File: src/rtl/gdrv_outdis.sv
module gdrv_outdis #(
  parameter int SYNC_STAGES = 2
) (
  input  logic clk,
  input  logic rst_n,
  input  logic pin_dis,
  input  logic mon_err,
  input  logic cfg_mon_inhibit,
  input  logic cfg_evt_mask,
  input  logic sticky_clr,
  output logic hiz,
  output logic drv_en,
  output logic sticky_err,
  output logic evt_fault
);

  logic [SYNC_STAGES-1:0] sync_q;
  logic pin_lvl, pin_prev_q, pin_fall;
  logic ctl_q, hiz_prev_q, sticky_q;
  logic mon_set;

  assign pin_lvl  = sync_q[SYNC_STAGES-1];
  assign pin_fall = pin_prev_q & ~pin_lvl;
  assign mon_set  = mon_err & ~cfg_mon_inhibit;

  always_ff @(posedge clk or negedge rst_n) begin
    if (!rst_n) begin
      sync_q     <= '0;
      pin_prev_q <= 1'b0;
    end else begin
      sync_q     <= {sync_q[SYNC_STAGES-2:0], pin_dis};
      pin_prev_q <= pin_lvl;
    end
  end

  // monitor set dominates a same-edge pin-fall clear
  always_ff @(posedge clk or negedge rst_n) begin
    if (!rst_n)        ctl_q <= 1'b0;
    else if (mon_set)  ctl_q <= 1'b1;
    else if (pin_fall) ctl_q <= 1'b0;
  end

  assign hiz    = ctl_q | pin_lvl;
  assign drv_en = ~hiz;

  always_ff @(posedge clk or negedge rst_n) begin
    if (!rst_n) begin
      hiz_prev_q <= 1'b0;
      sticky_q   <= 1'b0;
    end else begin
      hiz_prev_q <= hiz;
      if (hiz)             sticky_q <= 1'b1;
      else if (sticky_clr) sticky_q <= 1'b0;
    end
  end

  assign sticky_err = sticky_q;
  // a rise with the latch set is monitor-caused and never masked
  assign evt_fault  = hiz & ~hiz_prev_q & (ctl_q | ~cfg_evt_mask);

endmodule

File: config.mk
export PLATFORM = sky130hd
export DESIGN_NAME = gdrv_outdis
export DESIGN_NICKNAME = d
export VERILOG_FILES = /design/src/rtl/gdrv_outdis.sv
export SDC_FILE = /design/constraint.sdc
export NUM_CORES = 1
export LEC_CHECK = 0
export BUFFER_PORTS_ARGS = -buffer_cell sky130_fd_sc_hd__buf_2
export CORE_AREA = 2 2 39 41
export CTS_BUF_LIST = sky130_fd_sc_hd__clkbuf_4 sky130_fd_sc_hd__clkbuf_8
export CTS_CLUSTER_SIZE = 20
export DETAILED_ROUTE_END_ITERATION = 6
export DIE_AREA = 0 0 41 43
export GPL_TIMING_DRIVEN = 0
export PLACE_DENSITY = 0.38
export SYNTH_ARGS = -nofsm -noshare
export SYNTH_HDL_FRONTEND = slang
export SYNTH_SLANG_ARGS = --single-unit
File: constraint.sdc
create_clock -name clk -period 0.9 [get_ports clk]
set_input_delay 0.18 -clock clk [delete_from_list [all_inputs] [get_ports clk]]
set_output_delay 0.18 -clock clk [all_outputs]
set_load 0.01 [all_outputs]
Yosys cells after proc, flatten, opt, wreduce, memory -nomap -nowiden
Index checks and enable logic that the tools add are counted.
{ "totals": {"input_bits": 7, "register_bits": 6} }
{ "op_classes": {"bitwise_logic": 11, "reduce_logical": 2, "n_mux": 4} }
{ "op_table": {"columns": ["operator", "count"], "rows": [
  ["NOT 1 bit", 5],
  ["AND 1 bit", 4],
  ["two-way mux 1 bit", 4],
  ["nonzero test 2 bit", 2],
  ["bitwise OR 1 bit", 2]
]} }

Logic depth before layout (Yosys ltp)
{ "depth": {"ltp_word": 4, "mapped_depth": 2} }

Worst setup path after synthesis
OpenSTA, ideal clock, no wires.
{ "synth_path": {"path_type": "reg2out", "start": "register sync_q[1]", "end": "output hiz", "slack_ps": 66, "path_stages_with_launch": 3, "t_required_ps": 720, "arrival_time_ps": 654, "cell_sequence": "dfrtp_1 > nor2_2 > inv_1"} }
{ "synth_between": {"elab_chain_cells": 1} }
{ "synth_rtl": {"columns": ["item", "line_no", "text"], "rows": [
  ["start, declared", "17", "logic [SYNC_STAGES-1:0] sync_q;"],
  ["start signal, assigned", "31", "sync_q <= {sync_q[SYNC_STAGES-2:0], pin_dis};"],
  ["bitwise OR 1 bit", "43", "assign hiz = ctl_q | pin_lvl;"],
  ["end, declared", "11", "output logic hiz,"]
]} }
No other way between the ends.

Worst setup path in the final report
{ "layout_path": {"start": "register ctl_q", "end": "output evt_fault"} }
{ "layout_between": {"elab_chain_cells": 3} }
{ "layout_rtl": {"columns": ["item", "line_no", "text"], "rows": [
  ["start, declared", "19", "logic ctl_q, hiz_prev_q, sticky_q;"],
  ["start signal, assigned", "38", "if (!rst_n) ctl_q <= 1'b0;"],
  ["start signal, assigned", "39", "else if (mon_set) ctl_q <= 1'b1;"],
  ["start signal, assigned", "40", "else if (pin_fall) ctl_q <= 1'b0;"],
  ["bitwise OR 1 bit", "43", null],
  ["AND 1 bit", "59", "assign evt_fault = hiz & ~hiz_prev_q & (ctl_q | ~cfg_evt_mask);"],
  ["AND 1 bit (*)", "59", null],
  ["end, declared", "14", "output logic evt_fault"]
]} }
Mark *: on every way between the ends. The rest lies on a longest branch, timed or not.

==> run_results.csv <==
group,metric,value,unit
layout,final_area,313,sq um
detailed_routing,vias,163,
sta,min_period_over_period,1.29,
die,dieArea,1760,sq um
detailed_routing,ant_nets,0,
pwr,ir_drop,0.000640,V
setup_path,critPathMaxStageDelay,0.38,ns
setup_path,path_cells,"inv_1, a21oi_2, buf_2",
layout,area_growth,53.4,%
setup_path,critPathTopFamily,"flip-flops",
clocking,post-cts-setup-buffers,0,
synth,avgSynthCellArea,12.7,sq um
layout,antenna_cells,0,
sta,setup_ws,-0.258,ns
place,placed_cell_area,274,sq um
sta,final_max_slew_viol_count,0,
synth,synth_xor_area_frac,0,
layout,nets,39,
pwr,powerDensity,1960,nW/um^2
setup_path,worstPathRequired,0.72,ns
place,portBuffers,10,
die,core,1380,sq um
synth,synthMuxAreaShare,0,
synth,synth_compound_area_frac,0.0982,
pwr,finalPower,0.000614,W
pwr,p_clk_frac,0.403,
clocking,numCtsBuffers,3,
place,pre_cts_slack,-0.0164,ns
sta,tightest_slew,0.140,ns
sta,max_freq,864,MHz
grt,grt_pass1_vias,195,
setup_path,cp-start-kind,"flop",
detailed_routing,remaining_drc_errors,0,
sta,hold_violations,0,
place,gp_congestion,0.615,
clocking,tritoncts,"done",
die,rows,14,
die,die_h,43,um
setup_path,path_buf_inv,2,
sta,min_period,1.16,ns
setup_path,arrival,0.98,ns
grt,antenna_found_initial,0,
pwr,sw_frac_of_total,0.230,
detailed_routing,drt_first_iter_violations,0,
synth,syn_inst,16,
grt,grt_pass1_wl,765,um
synth,synth_fp_nets,23,
sta,hold_slack,0.0448,ns
synth,syn_area,204,sq um
detailed_routing,firstDrtPassIters,1,
sta,setup_viol,4,
sta,clock_skew,0.000337,ns
grt,grt_use_total,0.0742,
setup_path,r2r_cells,2,
pwr,switchingPower,0.000141,W
grt,grt_max_degree,7,
min_path,hold_path.class,"in -> reg",
pwr,p_int,0.000472,W
outcome,violations,"setup timing",
clocking,cts_sinks,6,
setup_path,endpoint_kind,"output port",
setup_path,critical_path_peak_fanout,2,
setup_path,rr_endpoint,"sticky_err$_DFFE_PN0P_",
min_path,holdPathStages,1,
outcome,status,"finished with violations",
synth,synth_seq_cells,6,
clocking,cts-root-buf,"clkbuf_4",
synth,yosys.area_share.adder,0,
min_path,whs_endpoint,"sync_q[0]$_DFF_PN0_",
synth,synth_top_family_by_area,"compound AO/OA/AOI/OAI gates",
setup_path,rr_startpoint,"ctl_q$_DFFE_PN0P_",
setup_path,slowest_stage,"dfrtp_1",
clocking,cts_buffer_depth,2,
clocking,clk_pin_slew,0.04,ns
job,maxCapViolations,0,
pwr,combPwrFrac,0.105,
synth,ys_seq_area_frac,0.736,
die,initial_utilization,0.147,
clocking,h-tree-depth,1,
detailed_routing,wl_per_cell,8.63,um
sta,slew_headroom,0.906,
die,die_w,41,um
die,ioPinCount,11,
setup_path,regToRegSetupSlack,0.15,ns
grt,overflow,0,
detailed_routing,routed_wl,397,um
clocking,clkLatencyLatePin,0.24,ns
layout,post_route_cells_drive_above_1_share,0.533,
layout,final_core_util,0.226,
sta,rsz0062_at_grt,"yes",
pwr,p_leak,0.155,nW
synth,yosys.area_share.simple,0.0920,
synth,ys_types,8,
synth,yosys_warnings,0,
setup_path,criticalPathCategory,"reg -> out",
pwr,power_frac_seq,0.492,
detailed_routing,via_per_inst,3.54,
min_path,worstHoldStart,"pin_dis",
## repair_timing
| action | CTS | global route |
|---|---|---|
| pin swaps | 1 | 0 |
| setup endpoints to repair | 4 | 4 |
| cloned | 0 | 0 |
| hold buffers | 1 | 0 |
| hold endpoints to repair | 6 | 0 |
| gates resized for setup | 0 | 2 |
## power groups by stage
stage	combinational (W)	sequential (W)	clock, W
4_1_cts	0.0000649	0.000299	0.000262
5_1_grt	0.0000753	0.000305	0.000280
2_1_floorplan	0.0000265	0.000302	0
3_3_place_gp	0.0000596	0.000302	0
3_5_place_dp	0.0000615	0.000302	0
6_report	0.0000646	0.000302	0.000247
## through the flow
stage	instances	TNS, ns
2_1_floorplan	16	0
3_3_place_gp	42	-0.0155
3_5_place_dp	42	-0.0326
4_1_cts	46	-0.839
5_1_grt	46	-0.981
6_report	46	-0.719
## synth_stat cells
cell	n	area, sq um
a21oi_2	1	8.76
o21ai_0	1	5.00
nand2b_1	1	6.26
nor2b_1	1	6.26
o22ai_1	1	6.26
inv_1	4	15.0
dfrtp_1	6	150
nor2_2	1	6.26
## worst reg2reg max path: cells and delay by family (launching register included)
family	cells	cell delay (ns)
compound gates	1	0.09
flops	1	0.40
simple gates	1	0.13
## cell usage in the layout (no fill, tap or decap), drive strengths merged
cell type | netlist | layout
buf | 0 | 10
dfrtp | 6 | 6
inv | 4 | 4
clkbuf | 0 | 3
nand2b | 1 | 1
a21oi | 1 | 1
nor2 | 1 | 1
o21ai | 1 | 1
nor2b | 1 | 1
o22ai | 1 | 1
dlygate4sd3 | 0 | 1
## layout make-up
class	count	area (sq um)
clock buffer	3	22.5
fill	149	1070
inverter	4	15.0
multi-input combinational	6	43.8
sequential	6	151
tap	16	20.0
timing repair buffer	11	60.1
## worst max-delay path by stage
stage	startpoint	endpoint	slack (ns)	cells past startpoint
2_1_floorplan	sync_q[1]$_DFF_PN0_	hiz	0.07	2
3_3_place_gp	sync_q[1]$_DFF_PN0_	hiz	-0.02	3
3_5_place_dp	sync_q[1]$_DFF_PN0_	evt_fault	-0.02	3
4_1_cts	sync_q[1]$_DFF_PN0_	hiz	-0.29	3
5_1_grt	sync_q[1]$_DFF_PN0_	evt_fault	-0.33	3
6_report	ctl_q$_DFFE_PN0P_	evt_fault	-0.26	3
## sequential cells by signal, summed over array words and instances, names as in the netlist
register and flops:
sync_q 2, hiz_prev_q 1, sticky_err 1, pin_prev_q 1, ctl_q 1
## per-layer routing
metal	part of all wire	global-route usage	up-vias
met5	0	0	-
met4	0.025	0.0800	0
met3	0.17	0.0471	2
met2	0.43	0.0938	12
met1	0.37	0.0736	72
li1	-	-	77
## cells by family (layout without fill, tap and decap cells)
logic type | count (synthesis) | in the layout
AOI/OAI and AO/OA | 3 | 3
and+or+nand+nor | 3 | 3
buffers and inverters | 4 | 18
DFF | 6 | 6
Note: power is estimated with default switching activity, not from simulation.
